File: config.mk
export PLATFORM = sky130hd
export DESIGN_NAME = seg_display_chain
export DESIGN_NICKNAME = d
export VERILOG_FILES = /design/src/rtl/seg_pkg.sv /design/src/rtl/seg_glyph_decode.sv /design/src/rtl/seg_digit_cell.sv /design/src/rtl/seg_pwm_dimmer.sv /design/src/rtl/seg_display_chain.sv
export SDC_FILE = /design/constraint.sdc
export NUM_CORES = 1
export LEC_CHECK = 0
export BUFFER_PORTS_ARGS = -buffer_cell sky130_fd_sc_hd__buf_2
export CORE_MARGIN = 10
export CORE_UTILIZATION = 30
export CTS_CLUSTER_DIAMETER = 200
export DETAILED_ROUTE_END_ITERATION = 6
export PLACE_DENSITY = 0.57
export RECOVER_POWER = 50
export SYNTH_ARGS = -nofsm -noshare
export SYNTH_HDL_FRONTEND = slang
export SYNTH_HIERARCHICAL = 1
export SYNTH_SLANG_ARGS = --single-unit
File: constraint.sdc
create_clock -name clk -period 3.9 [get_ports clk]
set_clock_uncertainty 0.15 [all_clocks]
set_input_delay 0 -clock clk [delete_from_list [all_inputs] [get_ports clk]]
set_output_delay 0 -clock clk [all_outputs]
set_load 0.01 [all_outputs]
File: src/rtl/seg_pkg.sv
package seg_pkg;

    localparam int SEG_W  = 7;
    localparam int CODE_W = 4;

    typedef logic [SEG_W-1:0]  seg_t;
    typedef logic [CODE_W-1:0] code_t;

    localparam seg_t SEG_OFF = 7'h00;
    localparam seg_t SEG_ALL = 7'h7F;

endpackage

File: src/rtl/seg_glyph_decode.sv
module seg_glyph_decode
    import seg_pkg::*;
(
    input  logic [3:0] code,
    output logic [6:0] glyph
);

    // Bit order {g,f,e,d,c,b,a}
    always_comb begin
        unique case (code)
            4'd0:  glyph = 7'h3F;
            4'd1:  glyph = 7'h06;
            4'd2:  glyph = 7'h5B;
            4'd3:  glyph = 7'h4F;
            4'd4:  glyph = 7'h66;
            4'd5:  glyph = 7'h6D;
            4'd6:  glyph = 7'h7C;
            4'd7:  glyph = 7'h07;
            4'd8:  glyph = 7'h7F;
            4'd9:  glyph = 7'h67;
            4'd10: glyph = 7'h58;
            4'd11: glyph = 7'h4C;
            4'd12: glyph = 7'h62;
            4'd13: glyph = 7'h69;
            4'd14: glyph = 7'h78;
            default: glyph = SEG_OFF;
        endcase
    end

endmodule

File: src/rtl/seg_digit_cell.sv
module seg_digit_cell
    import seg_pkg::*;
(
    input  logic [3:0] code,
    input  logic       lamp_n,
    input  logic       rbi_n,
    input  logic       bi_n,
    output logic [6:0] seg,
    output logic       node_n
);

    logic [6:0] glyph;
    logic       zero_pull;

    seg_glyph_decode u_dec (
        .code  (code),
        .glyph (glyph)
    );

    // Cell pulls its own blanking node low for a suppressed zero
    assign zero_pull = !rbi_n && (code == 4'd0) && lamp_n;
    // Wired-AND of the shared blanking line and the cell's own pull
    assign node_n    = bi_n && !zero_pull;

    always_comb begin
        if (!node_n) begin
            seg = SEG_OFF;
        end else if (!lamp_n) begin
            seg = SEG_ALL;
        end else begin
            seg = glyph;
        end
    end

endmodule

File: src/rtl/seg_pwm_dimmer.sv
module seg_pwm_dimmer #(
    parameter int CNT_W = 8
) (
    input  logic             clk,
    input  logic             rst,
    input  logic [CNT_W-1:0] duty,
    output logic             lit
);

    logic [CNT_W-1:0] cnt_d, cnt_q;

    always_comb begin
        if (rst) begin
            cnt_d = '0;
        end else begin
            cnt_d = cnt_q + 1'b1;
        end
    end

    always_ff @(posedge clk) begin
        cnt_q <= cnt_d;
    end

    assign lit = (cnt_q < duty);


    cnt_step_chk: assert property (@(posedge clk) disable iff (rst)
        !rst |=> cnt_q == CNT_W'($past(cnt_q) + 1'b1));


    top_blank_chk: assert property (@(posedge clk) disable iff (rst)
        (cnt_q == {CNT_W{1'b1}}) |-> !lit);

endmodule

File: src/rtl/seg_display_chain.sv
module seg_display_chain
    import seg_pkg::*;
#(
    parameter int NUM_DIGITS = 4,
    parameter int PWM_W      = 8
) (
    input  logic                         clk,
    input  logic                         rst,
    input  logic [CODE_W*NUM_DIGITS-1:0] bcd_in,
    input  logic                         lamp_test_n,
    input  logic                         blank_n,
    input  logic [PWM_W-1:0]             duty,
    output logic [SEG_W*NUM_DIGITS-1:0]  seg_out,
    output logic [NUM_DIGITS-1:0]        ripple_out_n
);

    localparam int SEG_BITS = SEG_W * NUM_DIGITS;
    localparam int MSD      = NUM_DIGITS - 1;

    logic                  pwm_lit;
    logic                  eff_bi_n;
    logic [NUM_DIGITS-1:0] rbi_n;
    logic [NUM_DIGITS-1:0] node_n;
    logic [SEG_BITS-1:0]   cell_seg;

    seg_pwm_dimmer #(
        .CNT_W (PWM_W)
    ) u_pwm (
        .clk  (clk),
        .rst  (rst),
        .duty (duty),
        .lit  (pwm_lit)
    );

    assign eff_bi_n = blank_n & pwm_lit;

    for (genvar gi = 0; gi < NUM_DIGITS; gi++) begin : g_digit
        if (gi == 0) begin : g_lsd
            assign rbi_n[gi] = 1'b1;
        end else if (gi == MSD) begin : g_msd
            assign rbi_n[gi] = 1'b0;
        end else begin : g_mid
            assign rbi_n[gi] = node_n[gi+1];
        end

        seg_digit_cell u_cell (
            .code   (bcd_in[CODE_W*gi +: CODE_W]),
            .lamp_n (lamp_test_n),
            .rbi_n  (rbi_n[gi]),
            .bi_n   (eff_bi_n),
            .seg    (cell_seg[SEG_W*gi +: SEG_W]),
            .node_n (node_n[gi])
        );
    end

    typedef struct packed {
        logic [SEG_BITS-1:0]   seg;
        logic [NUM_DIGITS-1:0] rbo_n;
    } disp_t;

    disp_t disp_d, disp_q;

    always_comb begin
        if (rst) begin
            disp_d.seg   = '0;
            disp_d.rbo_n = '1;
        end else begin
            disp_d.seg   = cell_seg;
            disp_d.rbo_n = node_n;
        end
    end

    always_ff @(posedge clk) begin
        disp_q <= disp_d;
    end

    assign seg_out      = disp_q.seg;
    assign ripple_out_n = disp_q.rbo_n;


    blank_dark_chk: assert property (@(posedge clk) disable iff (rst)
        !blank_n |=> (seg_out == '0) && (ripple_out_n == '0));


    lamp_all_chk: assert property (@(posedge clk) disable iff (rst)
        (blank_n && pwm_lit && !lamp_test_n) |=> (seg_out == '1) && (ripple_out_n == '1));


    lsd_zero_chk: assert property (@(posedge clk) disable iff (rst)
        (blank_n && pwm_lit && lamp_test_n && bcd_in[CODE_W-1:0] == '0)
            |=> seg_out[SEG_W-1:0] == 7'h3F);

    if (NUM_DIGITS > 1) begin : g_msd_chk

        msd_suppress_chk: assert property (@(posedge clk) disable iff (rst)
            (lamp_test_n && bcd_in[CODE_W*MSD +: CODE_W] == '0)
                |=> (seg_out[SEG_W*MSD +: SEG_W] == '0) && !ripple_out_n[MSD]);
    end

endmodule

==> flow_metrics.env <==
export IMPL_min_period_ns=3.26
export IMPL_path_clk_slew_ns=0.08
export IMPL_synthTopCellsByArea="dfxtp_1, ha_1, a221oi_1"
export IMPL_synth_common_cells="inv_1, dfxtp_1, nor2b_1, a221oi_1, ha_1"
export IMPL_ioPinCount=60
export IMPL_rr_startpoint="u_pwm/cnt_q[2]"
export IMPL_h_tree_depth=2
export IMPL_die_y_um=115
export IMPL_grt_usage_pct=9.29
export IMPL_area_growth_pct=14.4
export IMPL_port_buffers=59
export IMPL_status="finished clean"
export IMPL_crit_start="u_pwm/cnt_q[2]"
export IMPL_synth_async_reset_ratio_pct=0
export IMPL_drive_above_1_share_pct=15.2
export IMPL_yosysTopAreaCell="dfxtp_1"
export IMPL_yosysUniqueCellTypes=39
export IMPL_nets=412
export IMPL_fin_crit_sh_pct=83.6
export IMPL_dp_hpwl_um=4800
export IMPL_clockRootBuffer="clkbuf_8"
export IMPL_hold_violations=0
export IMPL_coreArea_um2=8720
export IMPL_fmax_ghz=0.307
export IMPL_dp_slack_ns=0.671
export IMPL_min_path_type="in2reg"
export IMPL_worst_slack_ns=0.638
export IMPL_synthMostInstantiatedCell="inv_1"
export IMPL_netlist_instances=309
export IMPL_fin_tns_setup_ns=0
export IMPL_cts_tree="built"
export IMPL_path_class="reg2reg"
export IMPL_cts_setup_buffers=0
export IMPL_syn_area_per_cell_um2=8.67
export IMPL_wl_um=6150
export IMPL_synth_seq_cells=40
export IMPL_gp_congestion=0.787
export IMPL_arrival_ns=3.26
export IMPL_grt_ovfl_total=0
export IMPL_slew_limit_headroom_pct=55.4
export IMPL_synth_edf_count=0
export IMPL_vias=2189
export IMPL_p_leak_nw=1.49
export IMPL_start_util_pct=30.7
export IMPL_maxSlewViolCount=0
export IMPL_clk_insertion_delay_late_ns=0.29
export IMPL_drc=0
export IMPL_ys_warnings_count=6
export IMPL_cp_endpoint="seg_out[7]"
export IMPL_synth_ff_type="dfxtp_1"
export IMPL_fin_util_pct=35.2
export IMPL_grt_pass1_vias=2203
export IMPL_ys_seq_area_share_pct=29.9
export IMPL_grt_pass1_wl_um=10300
export IMPL_ff2ff_path_depth=12
export IMPL_cts_sinks=40
export IMPL_rows=34
export IMPL_clockBufferDepth=2
export IMPL_die_x_um=115
export IMPL_rsz0062_at_grt="false"
export IMPL_tightestPinTransition_ns=0.669
export IMPL_ant_nets=0
export IMPL_worstSetupEndpointType="flop"
export IMPL_synthesis_nets=361
export IMPL_maxCapViolations=0
export IMPL_grt_max_degree=41
export IMPL_drt_iter0_drc=45
export IMPL_vdd_drop_max_v=0.000139
export IMPL_n_antenna_cell=0
export IMPL_worst_setup_path_start_kind="flop"
export IMPL_cts_resized=0
export IMPL_critical_path_required_ns=3.90
export IMPL_wl_per_cell_um=13.1
export IMPL_dieArea_um2=13100
export IMPL_dr_pass1_iters=4
export IMPL_powerDensity_nw_per_um2=320
export IMPL_synth_area_um2=2680
export IMPL_viasPerCell=4.67
export IMPL_ctsHoldBuffers=0
export IMPL_synth_top_area_share_pct=29.9
export IMPL_finalSetupViolations=0
export IMPL_crit_fanout=8
export IMPL_regToRegSetupSlack_ns=0.64
export IMPL_cts_made_buffers=5
export IMPL_r2r_end="seg_out[7]"
export IMPL_antenna_found_initial=0
==> worst min path at each step <==
stage                            endpoint  slack (ns)         from  cells after the start
final                     ripple_out_n[1]        0.04    bcd_in[4]                      4
after global routing      ripple_out_n[1]        0.05    bcd_in[4]                      4
after CTS                 ripple_out_n[1]        0.03    bcd_in[4]                      4
after detailed placement      seg_out[21]        0.25  seg_out[21]                      1
after global placement        seg_out[21]        0.25  seg_out[21]                      1
after floorplan               seg_out[27]       -0.08          rst                      1
==> state kept, by name, indices dropped and copies added, names as in the netlist <==
name and count:
ripple_out_n 4, seg_out 28, u_pwm/cnt_q 8
==> where the power goes <==
group,internal [mW],switching (mW)
combinational,0.0864,0.119
clock,0.189,0.144
sequential,0.431,0.0107
==> kinds of logic (layout without fill, tap and decap cells) <==
kind of cell	Yosys count	count (layout)	share of synthesized area [%]
XOR/XNOR	3	3	0.981
multiplexers	12	12	4.48
AO/OA/AOI/OAI	71	71	19.5
adder cells (fa/ha/maj)	24	24	11.2
buffers and inverters	72	124	12.5
other	2	2	0.280
AND/OR/NAND/NOR	85	85	21.2
flip-flops	40	40	29.9
==> per-stage QoR <==
| stage | area, um2 | total power [mW] | instances | hold WS, ns |
|---|---|---|---|---|
| after floorplan | 2680 | 0.600 | 309 | -0.0784 |
| after CTS | 3110 | 1.00 | 469 | 0.0318 |
| after global placement | 2990 | 0.661 | 461 | 0.253 |
| after global routing | 3070 | 1.04 | 469 | 0.0517 |
| final | 3070 | 0.981 | 469 | 0.0407 |
| after detailed placement | 2990 | 0.664 | 461 | 0.248 |
==> metal layers <==
layer,GRT usage (%),share of wire [%]
met5,0,0
met4,2.01,0.50
met3,3.04,6.4
met2,15.0,46
met1,11.7,47
==> layout make-up <==
type | count | area (um2)
clock buffer | 5 | 68.8
clock inverter | 3 | 42.5
fill | 937 | 5660
inverter | 56 | 210
multi-input combinational | 197 | 1550
sequential | 40 | 801
tap | 108 | 135
timing repair buffer | 60 | 263
==> layout by cell type (no fill, tap or decap), types with 2 or more instances in the layout <==
master	netlist	final
inv_1	53	53
dfxtp_1	40	40
nor2b_1	32	32
clkbuf_1	1	32
a221oi_1	28	28
buf_2	2	27
ha_1	24	24
a21oi_1	19	19
nor2_1	14	14
mux2i_1	12	12
nand2_1	7	7
nor3_1	7	7
clkbuf_8	0	5
a21o_1	5	5
o21ai_0	5	5
or2_1	4	4
nor4b_4	4	4
o211ai_1	4	4
nand3_1	4	4
nor2b_4	3	3
inv_2	3	3
and3_2	3	3
o31a_1	3	3
or3_1	3	3
conb_1	2	2
a21oi_2	2	2
xor2_1	2	2
==> worst max-delay path, cell delays in order, from the launching register on <==
cell	delay, ns
dfxtp_1	0.37
ha_1	0.31
nand2_1	0.05
o21ai_0	0.16
a41oi_1	0.12
and2_1	0.20
inv_1	0.21
a21oi_1	0.12
nor4b_4	0.44
a21oi_1	0.23
nor4b_4	0.46
a221oi_1	0.14
nor2b_1	0.16
Note: power is estimated with default switching activity, not from simulation.
